$ cat src/rtl/afae_pkg.sv
package afae_pkg;
    typedef enum logic [1:0] {
        PS_OPEN   = 2'd0,
        PS_SECOND = 2'd1,
        PS_LOCKED = 2'd2
    } prog_state_e;
endpackage

$ cat src/rtl/afae_prog_fsm.sv
module afae_prog_fsm
    import afae_pkg::*;
#(
    parameter int OFS_W   = 7,
    parameter int DEF_OFS = 32
) (
    input  logic             clk,
    input  logic             rst_n,
    input  logic             prog_en_n,
    input  logic             load_stb,
    input  logic [OFS_W-1:0] din,
    output logic [OFS_W-1:0] ofs_lo,
    output logic [OFS_W-1:0] ofs_hi,
    output logic             wr_block
);
    localparam logic [OFS_W-1:0] DEF_V = OFS_W'(DEF_OFS);

    prog_state_e state_q, state_d;
    logic        prog_edge;
    logic        close_edge;

    assign prog_edge  = load_stb && !prog_en_n;
    assign close_edge = load_stb && prog_en_n;

    // next-state logic
    always_comb begin
        state_d = state_q;
        unique case (state_q)
            PS_OPEN: begin
                if (prog_edge)       state_d = PS_SECOND;
                else if (close_edge) state_d = PS_LOCKED;
            end
            PS_SECOND: begin
                if (load_stb)        state_d = PS_LOCKED;
            end
            PS_LOCKED:               state_d = PS_LOCKED;
            default:                 state_d = PS_LOCKED;
        endcase
    end

    // state register
    always_ff @(posedge clk or negedge rst_n) begin
        if (!rst_n) state_q <= PS_OPEN;
        else        state_q <= state_d;
    end

    // offset registers
    always_ff @(posedge clk or negedge rst_n) begin
        if (!rst_n) begin
            ofs_lo <= DEF_V;
            ofs_hi <= DEF_V;
        end else if (prog_edge) begin
            if (state_q == PS_OPEN) begin
                ofs_lo <= din;
                ofs_hi <= din;
            end else if (state_q == PS_SECOND) begin
                ofs_hi <= din;
            end
        end
    end

    // outputs
    always_comb begin
        wr_block = 1'b0;
        unique case (state_q)
            PS_OPEN, PS_SECOND: wr_block = prog_edge;
            PS_LOCKED:          wr_block = 1'b0;
            default:            wr_block = 1'b0;
        endcase
    end
endmodule

$ cat src/rtl/afae_level_cmp.sv
module afae_level_cmp #(
    parameter int DEPTH = 256,
    parameter int OFS_W = 7,
    parameter int CNT_W = $clog2(DEPTH) + 1
) (
    input  logic [CNT_W-1:0] word_cnt,
    input  logic [OFS_W-1:0] ofs_lo,
    input  logic [OFS_W-1:0] ofs_hi,
    output logic             level_flag,
    output logic             half_flag
);
    localparam logic [CNT_W-1:0] DEPTH_V = CNT_W'(DEPTH);
    localparam logic [CNT_W-1:0] HALF_V  = CNT_W'(DEPTH / 2);

    logic [CNT_W-1:0] lo_lim;
    logic [CNT_W-1:0] hi_lim;

    assign lo_lim = CNT_W'(ofs_lo);
    assign hi_lim = DEPTH_V - CNT_W'(ofs_hi);

    always_comb begin
        level_flag = (word_cnt <= lo_lim) || (word_cnt >= hi_lim);
        half_flag  = (word_cnt >= HALF_V);
    end
endmodule

$ cat src/rtl/afae_flag_ctrl.sv
module afae_flag_ctrl #(
    parameter int DEPTH   = 256,
    parameter int OFS_W   = 7,
    parameter int DEF_OFS = 32,
    parameter int CNT_W   = $clog2(DEPTH) + 1
) (
    input  logic             clk,
    input  logic             rst_n,
    input  logic             prog_en_n,
    input  logic             load_stb,
    input  logic [OFS_W-1:0] din_lo,
    input  logic [CNT_W-1:0] word_cnt,
    output logic             level_flag,
    output logic             half_flag,
    output logic             wr_block
);
    logic [OFS_W-1:0] ofs_lo;
    logic [OFS_W-1:0] ofs_hi;

    afae_prog_fsm #(.OFS_W(OFS_W), .DEF_OFS(DEF_OFS)) u_prog (
        .clk      (clk),
        .rst_n    (rst_n),
        .prog_en_n(prog_en_n),
        .load_stb (load_stb),
        .din      (din_lo),
        .ofs_lo   (ofs_lo),
        .ofs_hi   (ofs_hi),
        .wr_block (wr_block)
    );

    afae_level_cmp #(.DEPTH(DEPTH), .OFS_W(OFS_W), .CNT_W(CNT_W)) u_cmp (
        .word_cnt  (word_cnt),
        .ofs_lo    (ofs_lo),
        .ofs_hi    (ofs_hi),
        .level_flag(level_flag),
        .half_flag (half_flag)
    );
endmodule

$ cat config.mk
export PLATFORM = sky130hd
export DESIGN_NAME = afae_flag_ctrl
export DESIGN_NICKNAME = d
export VERILOG_FILES = /design/src/rtl/afae_pkg.sv /design/src/rtl/afae_prog_fsm.sv /design/src/rtl/afae_level_cmp.sv /design/src/rtl/afae_flag_ctrl.sv
export SDC_FILE = /design/constraint.sdc
export NUM_CORES = 1
export LEC_CHECK = 0
export CAP_MARGIN = 25
export CORE_ASPECT_RATIO = 1.1
export CORE_MARGIN = 4
export CORE_UTILIZATION = 50
export CTS_CLUSTER_DIAMETER = 150
export DETAILED_ROUTE_END_ITERATION = 12
export GPL_TIMING_DRIVEN = 0
export PLACE_DENSITY = 0.87
export SYNTH_ARGS = -nofsm -noshare
export SYNTH_HDL_FRONTEND = slang
export SYNTH_SLANG_ARGS = --single-unit
$ cat constraint.sdc
create_clock -name clk -period 3.45 [get_ports clk]
set_input_delay 0.69 -clock clk [delete_from_list [all_inputs] [get_ports clk]]
set_output_delay 0.69 -clock clk [all_outputs]
set_load 0.05 [all_outputs]
# Yosys cells after proc, flatten, opt, wreduce, memory -nomap -nowiden
# Cells that the tools add are included.
dict set report totals {
  register_bits 16
  in_bits 20
  out_inout_bits 3
  word_cells 27
}
dict set report op_classes {
  add_sub_neg 1
  magnitude_cmp 3
  n_eq_ne 3
  muxes 7
  reduce_logical 10
}
# operator n
set op_table {}
lappend op_table {{$mux 7} 2}
lappend op_table {{$ge 9x8->1 const B} 1}
lappend op_table {{$ge 9x9->1} 1}
lappend op_table {{$le 9x7->1} 1}
lappend op_table {{$sub 9x7->9 const A} 1}
lappend op_table {{$mux 2} 3}
lappend op_table {{$reduce_and 2->1} 3}
lappend op_table {{$pmux 2 s2} 1}
lappend op_table {{$ne 3x1->1 const B} 1}
lappend op_table {{$eq 2x1->1 const B} 1}
lappend op_table {{$logic_and 1x1->1} 2}
lappend op_table {{$logic_not 2->1} 1}
lappend op_table {{$ne 2x2->1 const B} 1}
lappend op_table {{$reduce_bool 2->1} 1}
lappend op_table {{$reduce_or 2->1} 1}
lappend op_table {{$logic_not 1->1} 1}
lappend op_table {{$logic_or 1x1->1} 1}
lappend op_table {{$mux 1} 1}

# Depth between registers and ports, before layout
dict set report logic_depth {
  depth_word 4
  ltp_mapped 10
  depth_no_buf 10
}

# Modules after synthesis
# A second synthesis with hierarchy kept.
dict set report hier_totals {
  cells_unflattened 100
  area_unflattened_um2 1107.3
}
# mod instances cells_per_inst area_per_inst_um2 seq_area_each_um2
set modules_own_cells {}
lappend modules_own_cells {afae_prog_fsm 1 37 634.4 402.9}
lappend modules_own_cells {afae_level_cmp 1 63 473.0 0.0}

# Least setup slack after synthesis
# No wires, ideal clock.
dict set report synth_timing {
  path_kind {in2out}
  startpoint {input word_cnt[2]}
  endpoint {output level_flag}
  t_arrival_ns 2.758
  required_ns 2.760
  path_slack_ns 0.002
  cell_stages 5
  n_path_buf 0
  path_cell_list {ha_1 > a21o_1 > a311oi_1 > a21oi_1 > o311ai_1}
}
dict set report synth_between {
  elab_chain_len 2
  elab_cells_between_ends 3
  cone_classes {order compare (2); reduce/logical (1)}
}
# item line
set synth_lines {}
lappend synth_lines {{start, declared} afae_flag_ctrl.sv:12} ;# input logic [CNT_W-1:0] word_cnt,
lappend synth_lines {{$le 9x7->1 or $ge 9x9->1 (tied branches)} afae_level_cmp.sv:22} ;# level_flag = (word_cnt <= lo_lim) || (word_cnt >= hi_lim);
lappend synth_lines {{$logic_or 1x1->1 (*)} afae_level_cmp.sv:22}
lappend synth_lines {{end, declared} afae_flag_ctrl.sv:13} ;# output logic level_flag,
# Mark *: on every way between the ends. The rest lies on a longest branch, timed or not.

# Worst setup path after layout
dict set report layout_timing {
  startpoint {input load_stb}
  endpoint {output wr_block}
}
dict set report layout_between {
  elab_chain_len 2
}
# item line
set layout_lines {}
lappend layout_lines {{start, declared} afae_flag_ctrl.sv:10} ;# input logic load_stb,
lappend layout_lines {{$logic_and 1x1->1} afae_prog_fsm.sv:22} ;# assign prog_edge = load_stb && !prog_en_n;
lappend layout_lines {{$mux 1} afae_prog_fsm.sv:65} ;# unique case (state_q)
lappend layout_lines {{end, declared} afae_flag_ctrl.sv:15} ;# output logic wr_block
# No other way between the ends.

==> run summary <==
The largest net degree at the start of global routing is 17. The die area came out at 3000 sq um. The layout cell share with drive strength beyond 1 is 22.3%. The final design instance area without fill came out at 1400 sq um.

The leakage power total is 0.646 nW. The clock reaches the later pin of the worst-skew pair after 0.28 ns. At the pin with the least slew margin, the transition time is 0.694 ns. The headroom to the max-slew limit is 53.6%. The placed instances occupy a cell area of 1350 sq um. The number of pins exceeding their max-slew limit in the final report came out at 0. The worst setup path is captured at an output pin. Routability-driven placement finished with a final weighted congestion of 0.756.

The wire length of the first global-routing pass came out at 3.82 mm. The routed wire length is 2.17 mm. The initial antenna violation count is 0. The max capacitance violation total came out at 0.

The average wire length per cell after detail routing came out at 13.7 um. The post-synthesis cell area came out at 1090 sq um. The post-layout instance count excluding filler cells is 158. The run finished with clean final reports. The routing layer with the top usage in global route is met2.

The fraction of power spent switching nets came out at 32.0%. Leaving out fill and tap cells, the most frequent cells in the layout are 21 x sky130_fd_sc_hd__clkdlybuf4s50_1, 16 x sky130_fd_sc_hd__ha_1, 14 x sky130_fd_sc_hd__dfrtp_1. The cell count after synthesis came out at 103.

During I/O placement, the number of pins put on the boundary was 23. The share of the yosys chip area belonging to registers is 36.8%. The initial core utilization came out at 53.6%. The core footprint is 2040 sq um. The maximum fanout count along the critical path came out at 10. The die is 57.1 um tall. The initial DRC count is 12. The number of cells on the worst reg-to-reg path is 2.

The tree built by TritonCTS fans out to 16 sinks. The footprint of the flip-flops and latches came out at 403 sq um. The net switching power figure is 0.184 mW. After global routing the overflow that remains totals 0. TritonCTS built the clock tree.

The footprint of the multi-input gates came out at 656 sq um. After layout, the minimum clock period comes to 3.26 ns. The number of diodes added for antenna fixing is 0. The share of power burned in combinational logic came out at 37.1%. The post-route total power is 0.575 mW. For met1 alone, demand over resource in global routing was 20.9%.

The number of clock buffers inserted by TritonCTS is 3. After synthesis, the cell types taking the most area are sky130_fd_sc_hd__dfrtp_1 32%, sky130_fd_sc_hd__ha_1 19%, sky130_fd_sc_hd__mux2_2 12%. The via density per instance came out at 5.54. The global routing usage on met2 is 28.5%. Between clock sinks in the finished design, the worst skew comes to 0.000877 ns.

After floorplanning, the core was divided into 17 placement rows. sky130_fd_sc_hd__dfrtp_1 takes more of the synthesized area than any other cell. The worst path required time came out at 2.76 ns. The chip width is 52.6 um. Setup violations remaining at the end of the flow were counted as 0. The number of antenna-violating nets in the routed design is 0. The number of cells after detailed placement came out at 153. In the finished design, the share of the clock period the worst path needs comes to 94.6%. The top-area cell type share of the netlist area is 32.0%. The post-synthesis area per instance is 10.6 sq um. Setup repair after global routing left no endpoint under its margin. Before antenna repair, the detailed router went through 4 iterations. The number of global-route vias before repair was 897. STA classifies the critical path startpoint as a primary input. The maximum clock insertion buffer count is 2. The clock network is responsible for 20.7% of the overall power. For this run, the total global-route usage over all layers was measured as 16.7%. Cell internal power was estimated by the tool at 0.391 mW. The number of nets in the synthesized netlist is 140. The synthesized design contains 16 register bits.

The layout overhead on the synthesized area is 28.0%. The power per standard cell area came out at 411 nW/um^2. The net count of the finished layout is 168. The count of buffers from port buffering came out at 22.

The worst vdd rail ir drop came out at 0.000340 V. The via total after detailed routing is 875. The post-route setup TNS is 0 ns. The number of distinct library cells after synthesis came out at 28. The maximum achievable frequency is 306 MHz. The library cell used most frequently in the layout, excluding fill and tap cells, is sky130_fd_sc_hd__clkdlybuf4s50_1. CTS built an H-tree with a depth of 1. Yosys printed 0 warnings.

The detailed-route DRC error count came out at 0. The clock slew seen by the registers of the worst setup and hold paths came out at 0.09 ns. The fill cell total of the finished layout came out at 179. STA puts the critical path data arrival time at 2.57 ns. The class of the most critical hold timing path is flip-flop to flip-flop. Counting instances, the worst hold path has a depth of 1. The critical path is of the primary input to output pin type. The power share of the sequential group came out at 42.1%. The utilization of the core after routing came out at 68.6%. The HPWL after detailed placement is 1.76 mm. Clock tree synthesis selected as its root buffer the cell sky130_fd_sc_hd__clkbuf_4. The final hold violation count came to 0. The met3 usage in global routing is 2.35%.
-- layer usage --
layer,vias up,share of wire (%)
li1,426,-
met1,409,43
met3,9,3.2
met4,0,2.8
met2,31,50
met5,-,0
-- Yosys cell counts --
library cell / instances
sky130_fd_sc_hd__nor3b_1: 1
sky130_fd_sc_hd__xnor2_1: 1
sky130_fd_sc_hd__dfrtp_1: 14
sky130_fd_sc_hd__nor4_4: 1
sky130_fd_sc_hd__nand3_1: 2
sky130_fd_sc_hd__nand2_1: 4
sky130_fd_sc_hd__nand4_1: 2
sky130_fd_sc_hd__o21ai_0: 5
sky130_fd_sc_hd__o21bai_1: 1
sky130_fd_sc_hd__ha_1: 17
sky130_fd_sc_hd__and4b_1: 1
sky130_fd_sc_hd__inv_2: 1
sky130_fd_sc_hd__a211oi_1: 1
sky130_fd_sc_hd__o31ai_1: 2
sky130_fd_sc_hd__dfstp_2: 2
sky130_fd_sc_hd__mux2_2: 12
sky130_fd_sc_hd__a311oi_1: 1
sky130_fd_sc_hd__o311ai_1: 1
sky130_fd_sc_hd__a21oi_1: 3
sky130_fd_sc_hd__nand2b_1: 1
sky130_fd_sc_hd__or2_2: 1
sky130_fd_sc_hd__a21o_1: 3
sky130_fd_sc_hd__nor3_1: 3
sky130_fd_sc_hd__inv_1: 11
sky130_fd_sc_hd__nor4_1: 1
sky130_fd_sc_hd__xor2_1: 3
sky130_fd_sc_hd__nor2_1: 7
sky130_fd_sc_hd__nor3_4: 1
-- sequential cells by signal, summed over array words and instances (netlist names) --
| register | count |
|---|---|
| u_prog.ofs_hi | 7 |
| u_prog.ofs_lo | 7 |
| u_prog.state_q | 2 |
-- critical path, stage by stage --
cell	delay [ns]
sky130_fd_sc_hd__clkdlybuf4s50_1	0.50
sky130_fd_sc_hd__inv_2	0.09
sky130_fd_sc_hd__nor3_4	0.40
sky130_fd_sc_hd__clkdlybuf4s50_1	0.89
-- timing repair --
action / in CTS / in global routing
hold buffers: 0 / 0
endpoints found under the setup margin: 1 / 1
buffers inserted: 0 / 1
gates resized for setup: 6 / 7
pin swaps: 0 / 3
-- path summary, 6_finish.rpt --
path                       slack [ns]              start          endpoint
setup / recovery                 0.19           load_stb          wr_block
hold / removal                   0.51   u_prog.ofs_lo[6]  u_prog.ofs_lo[6]
setup reg to reg                 1.94  u_prog.state_q[1]  u_prog.ofs_lo[1]
hold reg to reg                  0.51   u_prog.ofs_lo[6]  u_prog.ofs_lo[6]
max in group asynchronous        2.19              rst_n  u_prog.ofs_hi[6]
min in group asynchronous        0.82              rst_n  u_prog.ofs_lo[2]
-- cell type report --
| class | instances | area share (%) |
|---|---|---|
| Clock buffer | 4 | 2.59 |
| Inverter | 12 | 3.22 |
| Sequential cell | 16 | 28.8 |
| Tap cell | 28 | 2.50 |
| Multi-Input combinational cell | 75 | 46.8 |
| Timing Repair Buffer | 23 | 16.1 |
-- power groups by stage --
stage,Clock (mW),Sequential [mW],Combinational (mW)
finish,0.119,0.242,0.214
global route,0.139,0.248,0.245
CTS,0.123,0.241,0.205
detailed placement,0,0.245,0.204
global placement,0,0.243,0.195
floorplan,0,0.239,0.140
-- per-stage QoR --
step	setup slack (ns)	hold slack, ns
after floorplan	0.00194	0.394
after global placement	-0.362	0.492
after detailed placement	-0.360	0.497
after CTS	0.0924	0.517
after global routing	0.00324	0.534
final	0.185	0.511
-- cells by family after synthesis --
family                   Yosys count  share of synthesized area (%)
AND/OR/NAND/NOR                   25                           14.0
AO/OA/AOI/OAI                     17                           10.1
adder cells (fa/ha/maj)           17                           19.5
flip-flops                        16                           36.8
buffers and inverters             12                           4.12
multiplexers                      12                           12.4
XOR/XNOR                           4                           3.20
(Power assumes the default switching activity.)
